`config.mk`:
```
export PLATFORM = sky130hd
export DESIGN_NAME = isq_top
export DESIGN_NICKNAME = d
export VERILOG_FILES = /design/src/rtl/isq_pkg.sv /design/src/rtl/isq_fifo.sv /design/src/rtl/isq_slot.sv /design/src/rtl/isq_irq.sv /design/src/rtl/isq_top.sv
export SDC_FILE = /design/constraint.sdc
export NUM_CORES = 1
export LEC_CHECK = 0
export BUFFER_PORTS_ARGS = -buffer_cell sky130_fd_sc_hd__buf_2
export CORE_AREA = 2 2 147 149
export CTS_BUF_LIST = sky130_fd_sc_hd__clkbuf_4
export DETAILED_ROUTE_END_ITERATION = 12
export DIE_AREA = 0 0 149 151
export SYNTH_ARGS = -nofsm -noshare
export SYNTH_HDL_FRONTEND = slang
export SYNTH_HIERARCHICAL = 1
export SYNTH_SLANG_ARGS = --single-unit
```
`constraint.sdc`:
```
create_clock -name clk_i -period 3.5 [get_ports clk_i]
set_clock_uncertainty 0.05 [all_clocks]
set_input_delay 0 -clock clk_i [delete_from_list [all_inputs] [get_ports clk_i]]
set_output_delay 0 -clock clk_i [all_outputs]
set_load 0.01 [all_outputs]
```
`src/rtl/isq_pkg.sv`:
```
package isq_pkg;
  localparam int NSRC = 5;
  localparam int CW   = 10;
  localparam int IDW  = 6;
  localparam int NQ   = 2;  // sources below this index are queued

  function automatic logic [IDW-1:0] src_id(input int idx);
    case (idx)
      0:       return 6'h04;
      1:       return 6'h08;
      2:       return 6'h0C;
      3:       return 6'h10;
      default: return 6'h12;
    endcase
  endfunction
endpackage

```
`src/rtl/isq_fifo.sv`:
```
module isq_fifo #(
  parameter int DEPTH = 4,
  parameter int W     = 10
) (
  input  logic         clk_i,
  input  logic         rst_ni,
  input  logic         push_i,
  input  logic [W-1:0] data_i,
  input  logic         pop_i,
  output logic         vld_o,
  output logic [W-1:0] data_o
);
  localparam int PW   = (DEPTH > 1) ? $clog2(DEPTH) : 1;
  localparam int CNTW = $clog2(DEPTH + 1);

  logic [W-1:0]    mem_q [DEPTH];
  logic [PW-1:0]   rd_ptr_q, wr_ptr_q, last_ptr;
  logic [CNTW-1:0] cnt_q;
  logic            full, do_pop, merge, do_push;

  function automatic logic [PW-1:0] inc(input logic [PW-1:0] p);
    return (p == PW'(DEPTH - 1)) ? '0 : p + 1'b1;
  endfunction

  assign full     = (cnt_q == CNTW'(DEPTH));
  assign do_pop   = pop_i & (cnt_q != '0);
  assign merge    = push_i & full & ~do_pop;
  assign do_push  = push_i & ~merge;
  assign last_ptr = (wr_ptr_q == '0) ? PW'(DEPTH - 1) : wr_ptr_q - 1'b1;
  assign vld_o    = (cnt_q != '0);
  assign data_o   = mem_q[rd_ptr_q];

  always_ff @(posedge clk_i or negedge rst_ni) begin
    if (!rst_ni) begin
      rd_ptr_q <= '0;
      wr_ptr_q <= '0;
      cnt_q    <= '0;
      for (int i = 0; i < DEPTH; i++) mem_q[i] <= '0;
    end else begin
      if (do_push) begin
        mem_q[wr_ptr_q] <= data_i;
        wr_ptr_q        <= inc(wr_ptr_q);
      end else if (merge) begin
        mem_q[last_ptr] <= mem_q[last_ptr] | data_i;
      end
      if (do_pop) rd_ptr_q <= inc(rd_ptr_q);
      cnt_q <= cnt_q + CNTW'(do_push) - CNTW'(do_pop);
    end
  end
endmodule

```
`src/rtl/isq_slot.sv`:
```
module isq_slot #(
  parameter int W = 10
) (
  input  logic         clk_i,
  input  logic         rst_ni,
  input  logic         push_i,
  input  logic [W-1:0] data_i,
  input  logic         clr_i,
  output logic         vld_o,
  output logic [W-1:0] data_o
);
  logic [W-1:0] val_q;

  always_ff @(posedge clk_i or negedge rst_ni) begin
    if (!rst_ni) val_q <= '0;
    else         val_q <= (clr_i ? '0 : val_q) | (push_i ? data_i : '0);
  end

  assign vld_o  = (val_q != '0);
  assign data_o = val_q;
endmodule

```
`src/rtl/isq_irq.sv`:
```
module isq_irq #(
  parameter int HOLD = 80
) (
  input  logic clk_i,
  input  logic rst_ni,
  input  logic en_i,
  input  logic pend_i,
  input  logic rd_i,
  output logic irq_o
);
  localparam int CTW = $clog2(HOLD + 1);

  logic [CTW-1:0] cnt_q, cnt_n;
  logic           seen_q, seen_n, blk_q, blk_n, irq_q;
  logic           set, null_rd;

  assign set     = rd_i & irq_q;
  assign null_rd = rd_i & ~pend_i;

  always_comb begin
    cnt_n  = set ? CTW'(HOLD) : ((cnt_q != '0) ? cnt_q - 1'b1 : cnt_q);
    seen_n = set ? null_rd : (seen_q | null_rd);
    // low until both an empty read and the hold time
    blk_n  = set | (blk_q & ~(seen_n & (cnt_n == '0)));
  end

  always_ff @(posedge clk_i or negedge rst_ni) begin
    if (!rst_ni) begin
      cnt_q  <= '0;
      seen_q <= 1'b0;
      blk_q  <= 1'b0;
      irq_q  <= 1'b0;
    end else begin
      cnt_q  <= cnt_n;
      seen_q <= seen_n;
      blk_q  <= blk_n;
      irq_q  <= en_i & pend_i & ~blk_n;
    end
  end

  assign irq_o = irq_q;
endmodule

```
`src/rtl/isq_top.sv`:
```
module isq_top
  import isq_pkg::*;
#(
  parameter int DEPTH   = 4,
  parameter int CLK_MHZ = 50
) (
  input  logic                 clk_i,
  input  logic                 rst_ni,
  input  logic                 irq_en_i,
  input  logic [NSRC-1:0]      ev_vld_i,
  input  logic [NSRC*CW-1:0]   ev_data_i,
  input  logic                 rd_i,
  output logic [CW+IDW-1:0]    rd_data_o,
  output logic                 irq_o
);
  localparam int HOLD_CYC = (CLK_MHZ * 16 + 9) / 10;

  logic [NSRC-1:0] push, pop, pend, sel;
  logic [CW-1:0]   front [NSRC];

  for (genvar i = 0; i < NSRC; i++) begin : g_src
    assign push[i] = ev_vld_i[i] & (ev_data_i[i*CW +: CW] != '0);
    assign pop[i]  = rd_i & sel[i];
    if (i < NQ) begin : g_q
      isq_fifo #(.DEPTH(DEPTH), .W(CW)) u_fifo (
        .clk_i, .rst_ni,
        .push_i(push[i]), .data_i(ev_data_i[i*CW +: CW]), .pop_i(pop[i]),
        .vld_o(pend[i]), .data_o(front[i])
      );
    end else begin : g_s
      isq_slot #(.W(CW)) u_slot (
        .clk_i, .rst_ni,
        .push_i(push[i]), .data_i(ev_data_i[i*CW +: CW]), .clr_i(pop[i]),
        .vld_o(pend[i]), .data_o(front[i])
      );
    end
  end

  always_comb begin
    logic found;
    found     = 1'b0;
    sel       = '0;
    rd_data_o = '0;
    for (int i = 0; i < NSRC; i++) begin
      if (pend[i] && !found) begin
        found     = 1'b1;
        sel[i]    = 1'b1;
        rd_data_o = {front[i], src_id(i)};
      end
    end
  end

  isq_irq #(.HOLD(HOLD_CYC)) u_irq (
    .clk_i, .rst_ni,
    .en_i(irq_en_i), .pend_i(|pend), .rd_i(rd_i), .irq_o(irq_o)
  );
endmodule

```
==> results.cfg, run 1 <==
[placement]
pre_cts_ws_ns = 0.2889
place_inst = 1157
io_buffers = 73
dpl_cell_area_um2 = 8901
dp_hpwl_mm = 15.60
gp_congestion = 0.8392

[synthesis]
synth_cell_type_count = 63
yosysSeqAreaShare = 0.4054
ys_warn_count = 6
syn-cell-area_um2 = 8272
syn_avg_cell_area_um2 = 9.918
syn_inst = 834
synthArstFlopShare = 1.000
synth_edf_count = 0
synth_seq_cells = 134
synthFlopType = dfrtp_1

[timing]
drv_slew = 0
worst_pin_slew_ns = 0.8158
rsz0062_at_grt = no
worst_slack_ns = 0.2719
fin_tns_setup_ns = 0
setup_viol = 0
min_period_over_period = 0.9223
relSlewSlack = 0.4561
finalHoldViolCount = 0
fmax_ghz = 0.3098
final.min_clock_period_ns = 3.228
hold_slack_ns = 0.2363

[routing]
drt-initial-drc-count = 542
drtAntennaViolNets = 0
drt-wirelength-per-cell_um = 19.25
vias_per_cell = 5.768
via_count = 7371
wirelength_mm = 24.60
drc = 0
firstDrtPassIters = 5

[run]
maxCapViolations = 0

[clocking]
clk_pin_slew_ns = 0.14
cts_buffer_depth = 2
cts_sinks = 134
post_cts_resized = 0
cts_tree = yes
ctsHtreeMaxLevel = 4
cts_buffers = 17
clock_latency_ns = 0.57
root_buffer = clkbuf_4

[floorplan]
die_x_um = 149
rows = 53
io_pins = 76
die_h_um = 151
die_area_um2 = 22500
initial_utilization = 0.3972
core_area_um2 = 20820

[global_route]
grt_pass1_wl_mm = 38.84
grt_pass1_vias = 7154
grt_max_degree = 56
antenna_found_initial = 1
grt_usage = 0.2226
grt-ovfl-total = 0

[worst_setup_path]
cp_top_family = simple AND/OR/NAND/NOR gates
slowest_delay_ns = 0.69
cp.required_ns = 3.90
cp_num_buf_inv = 2
crit_type = flop to flop
crit_arrival_ns = 3.63
crit_slowest_cell = or4b_1
cp-start-kind = flop
cp-end-kind = flop
critPathMaxFanout = 7
path_cells = or3_1 > and2_1 > or4b_1 > nand2_1 > ha_1 > inv_1 > ha_1 > inv_1 > fa_1 > xnor2_1 > xnor2_1

[hold_path]
hp-class = input port to flop

[cells_and_area]
drive_gt1_frac = 0.1836
final_area_um2 = 10110
stdcell_count = 1278
final_core_util = 0.4854
syn_to_final_growth_pct = 22.19
n_fill_cell = 1942
nets = 1072

[pwr]
finalPower_mw = 8.463
leakage_nw = 4.382
peakVddDrop_v = 0.0003360
p_per_area_nw_per_um2 = 837.4

[outcome]
status = completed
## worst register-to-register path, delay by kind of cell (launching register included)
kind                       cells  cell delay (ns)
and+or+nand+nor                4             1.47
xor gates and xnor gates       2             0.26
buffers and inverters          2             0.10
DFF                            1             0.49
adders and majority gates      3             0.74
## worst paths after layout
path	startpoint	slack, ns	cells past startpoint	endpoint
min in group asynchronous	rst_ni	0.46	3	g_src[0].g_q.u_fifo/mem_q[9]
max	g_src[0].g_q.u_fifo/cnt_q[1]	0.27	11	g_src[0].g_q.u_fifo/cnt_q[2]
max in group asynchronous	rst_ni	2.11	4	u_irq/cnt_q[5]
max reg2reg	g_src[0].g_q.u_fifo/cnt_q[1]	0.27	11	g_src[0].g_q.u_fifo/cnt_q[2]
min reg2reg	u_irq/seen_q	0.44	1	u_irq/seen_q
min	ev_data_i[8]	0.24	3	g_src[0].g_q.u_fifo/mem_q[8]
## cell usage after synthesis, types with 20 or more instances
cell type / n / area [um2]
a211oi_1: 20 / 150.1
a21oi_1: 36 / 180.2
clkbuf_1: 21 / 78.83
dfrtp_1: 134 / 3353
ha_1: 22 / 275.3
inv_1: 51 / 191.4
mux2i_1: 38 / 380.4
mux4_2: 31 / 698.2
nand2_1: 85 / 319.1
nor2_1: 77 / 289.0
o21ai_0: 45 / 225.2
o31ai_1: 28 / 210.2
## per-layer routing
layer  wire length [um]  global-route usage
met3               1670             0.03976
met1              10820              0.2997
met5                  0                   0
met2              11550              0.3647
met4                555             0.07476
## layout make-up
| type | count | area [um2] | share of cell area |
|---|---|---|---|
| Clock inverter | 13 | 170.2 | 0.01684 |
| Clock buffer | 19 | 142.6 | 0.01411 |
| Tap cell | 275 | 344.1 | 0.03404 |
| Inverter | 51 | 191.4 | 0.01894 |
| Antenna cell | 1 | 2.502 | 0.0002476 |
| Multi-Input combinational cell | 599 | 4453 | 0.4406 |
| Timing Repair Buffer | 186 | 1450 | 0.1435 |
| Sequential cell | 134 | 3353 | 0.3318 |
## flip-flops by register name, summed over array words and instances (netlist names)
register	cells
g_src.g_q.u_fifo/cnt_q	6
g_src.g_q.u_fifo/mem_q	80
g_src.g_q.u_fifo/rd_ptr_q	4
g_src.g_q.u_fifo/wr_ptr_q	4
g_src.g_s.u_slot/data_o	30
u_irq/blk_q	1
u_irq/cnt_q	7
u_irq/irq_o	1
u_irq/seen_q	1
## cells by family after synthesis
group | after synthesis | synth area share
other | 1 | 0.0004534
DFF | 134 | 0.4054
AOI/OAI and AO/OA | 234 | 0.1953
adders and majority gates | 24 | 0.03812
xor gates and xnor gates | 8 | 0.008471
and+or+nand+nor | 255 | 0.1543
buffers and inverters | 102 | 0.05672
muxes | 76 | 0.1413
## placed cells by master, fill, tap and decap left out, types with 7 or more instances in the layout
cell type        n
buf_4           25
o21ai_0         45
a221oi_1        19
nor3_1           7
nor4_1          17
and2_1          14
dlygate4sd3_1   87
nor2_1          77
mux4_2          31
nand2_1         85
a221o_1         16
o21ai_1          8
o41ai_1          9
nand2b_1        12
a211oi_1        20
mux2i_1         38
ha_1            22
a32oi_1         10
inv_1           51
o31ai_1         28
clkbuf_4        19
buf_2           72
a21oi_1         36
o22ai_1         19
dfrtp_1        134
## where the power goes
part           internal, mW  total [mW]  switching (mW)
Clock                 0.518        1.16           0.645
Sequential             2.14        2.82           0.680
Combinational          2.09        4.48            2.39
## timing repair
action	4_1_cts	5_1_grt
hold buffers	88	0
buffers inserted	0	0
hold endpoints to repair	194	0
Note: power is estimated with default switching activity, not from simulation.
==> run 2: changes to the inputs <==
--- a/config.mk
+++ b/config.mk
@@ -5,7 +5,7 @@
 export SDC_FILE = /design/constraint.sdc
 export NUM_CORES = 1
 export LEC_CHECK = 0
-export BUFFER_PORTS_ARGS = -buffer_cell sky130_fd_sc_hd__buf_2
+export BUFFER_PORTS_ARGS = -buffer_cell sky130_fd_sc_hd__buf_4
 export CORE_AREA = 2 2 147 149
 export CTS_BUF_LIST = sky130_fd_sc_hd__clkbuf_4
 export DETAILED_ROUTE_END_ITERATION = 12
==> run 2 against run 1 <==
- the flow now finishes with violations (negative hold slack)
- worst hold slack worse by 0.25 ns
- non-clock buffer count rose by 9
- critical path depth did not move
- sequential cell count unchanged
- maximum frequency grew 0.52%
- highest routed layer unchanged
==> results.cfg, run 2 (synthesized netlist as in run 1, its figures left out) <==
[global_route]
use_met1 = 0.3051
grt-busiest-layer = met2
grt_max_degree = 87
met3_usage = 0.04488
grt_usage = 0.2244
antenna_found_initial = 1
grtUsageMet2 = 0.3551
grt-ovfl-total = 0
grt_pass1_vias = 7244
grt_pass1_wl_mm = 39.12

[timing]
worst_pin_slew_ns = 0.9726
fin_tns_setup_ns = 0
drv_slew = 0
relSlewSlack = 0.3486
worst_slack_ns = 0.2886
setup_viol = 0
fmax_ghz = 0.3114
rsz0062_at_grt = no
finalHoldViolCount = 10
min_period_over_period = 0.9176
final.min_clock_period_ns = 3.211
hold_slack_ns = -0.01274

[worst_setup_path]
critPathMaxFanout = 7
cp-end-kind = flop
cp.required_ns = 3.94
crit_type = flop to flop
crit_arrival_ns = 3.65
cp-start-kind = flop

[placement]
io_buffers = 73
dp_hpwl_mm = 15.88
gp_congestion = 0.8328
pre_cts_ws_ns = 0.2867

[floorplan]
core_area_um2 = 20820
io_pins = 76
die_h_um = 151
die_area_um2 = 22500
rows = 53
initial_utilization = 0.3972
die_x_um = 149

[clocking]
cts_buffers = 17
root_buffer = clkbuf_4
cts_buffer_depth = 2
post_cts_resized = 0
ctsHtreeMaxLevel = 4
cts_sinks = 134
clk_pin_slew_ns = 0.13
cts_tree = yes
post_cts_buffers = 0
clock_latency_ns = 0.57

[routing]
drt-initial-drc-count = 496
drt-wirelength-per-cell_um = 19.15
drtAntennaViolNets = 0
wirelength_mm = 24.65
drc = 0
via_count = 7332
firstDrtPassIters = 5
vias_per_cell = 5.697

[pwr]
power_frac_seq = 0.332
switchingPower_mw = 3.714
finalPower_mw = 8.541
switching_share = 0.4348
p_per_area_nw_per_um2 = 824.8
comb_power_share = 0.535
clockPowerShare = 0.132
peakVddDrop_v = 0.0003129
leakage_nw = 4.441
p_int_mw = 4.827

[cells_and_area]
regMostFlops = g_src.g_q.u_fifo/mem_q
nets = 1081
final_common_cell = dfrtp_1
drive_gt1_frac = 0.1810
largest_reg_flops = 80
n_fill_cell = 1918
syn_to_final_growth_pct = 25.20
final_cell_mix = dfrtp_1, buf_4, dlygate4sd3_1, nand2_1, nor2_1

[run]
maxCapViolations = 0

[outcome]
violations = negative hold slack
status = finished with violations

[hold_path]
hp-class = input port to asynchronous set/reset pin
-- run 2: metrics by stage --
step           std cells  utilization  cell area, um2
5_1_grt             1287       0.4974           10360
6_report            1287       0.4974           10360
3_3_place_gp        1159       0.4368            9096
3_5_place_dp        1159       0.4368            9096
2_1_floorplan        835            -            8275
4_1_cts             1286       0.4972           10350
-- run 2: critical path: stages (launching register included) --
cell	delay, ns
dfrtp_1	0.48
or3_1	0.39
and2_1	0.19
or4b_1	0.67
nand2_1	0.20
ha_1	0.25
inv_1	0.06
ha_1	0.13
inv_1	0.04
fa_1	0.37
xnor2_1	0.18
xnor2_1	0.14
-- run 2: cell type report --
class / count / area, um2 / area share
clock inverters: 15 / 178.9 / 0.01728
clock buffers: 17 / 127.6 / 0.01232
multi-input cells: 599 / 4453 / 0.4300
diodes: 1 / 2.502 / 0.0002416
repair buffers: 195 / 1705 / 0.1647
well taps: 275 / 344.1 / 0.03322
flip-flops and latches: 134 / 3353 / 0.3238
inverters: 51 / 191.4 / 0.01848
-- run 2: power by group through the flow --
stage	clock network (mW)	logic, mW	registers [mW]
CTS	1.16	4.55	2.83
finish	1.13	4.57	2.84
floorplan	0	3.34	2.57
global placement	0	4.40	2.84
global route	1.23	4.99	2.93
detailed placement	0	4.46	2.86
-- run 2: repair_timing --
action                                  CTS  global route
hold buffers                             95             0
hold endpoints to repair                203             0
endpoints found under the setup margin    0             0
-- run 2: layer usage --
layer	routed length (um)	up-vias
met2	11410	277
li1	-	3442
met5	0	-
met4	517	0
met1	11060	3572
met3	1664	41
-- run 2: final timing paths --
kind,cells past startpoint,slack (ns),start,to
setup / recovery,11,0.29,g_src[0].g_q.u_fifo/cnt_q[1],g_src[0].g_q.u_fifo/cnt_q[2]
hold / removal,2,-0.01,rst_ni,g_src[4].g_s.u_slot/data_o[1]
setup reg to reg,11,0.29,g_src[0].g_q.u_fifo/cnt_q[1],g_src[0].g_q.u_fifo/cnt_q[2]
hold reg to reg,1,0.43,u_irq/seen_q,u_irq/seen_q
max in group asynchronous,3,2.61,rst_ni,u_irq/cnt_q[2]
min in group clk_i,6,0.07,ev_vld_i[0],g_src[0].g_q.u_fifo/wr_ptr_q[0]
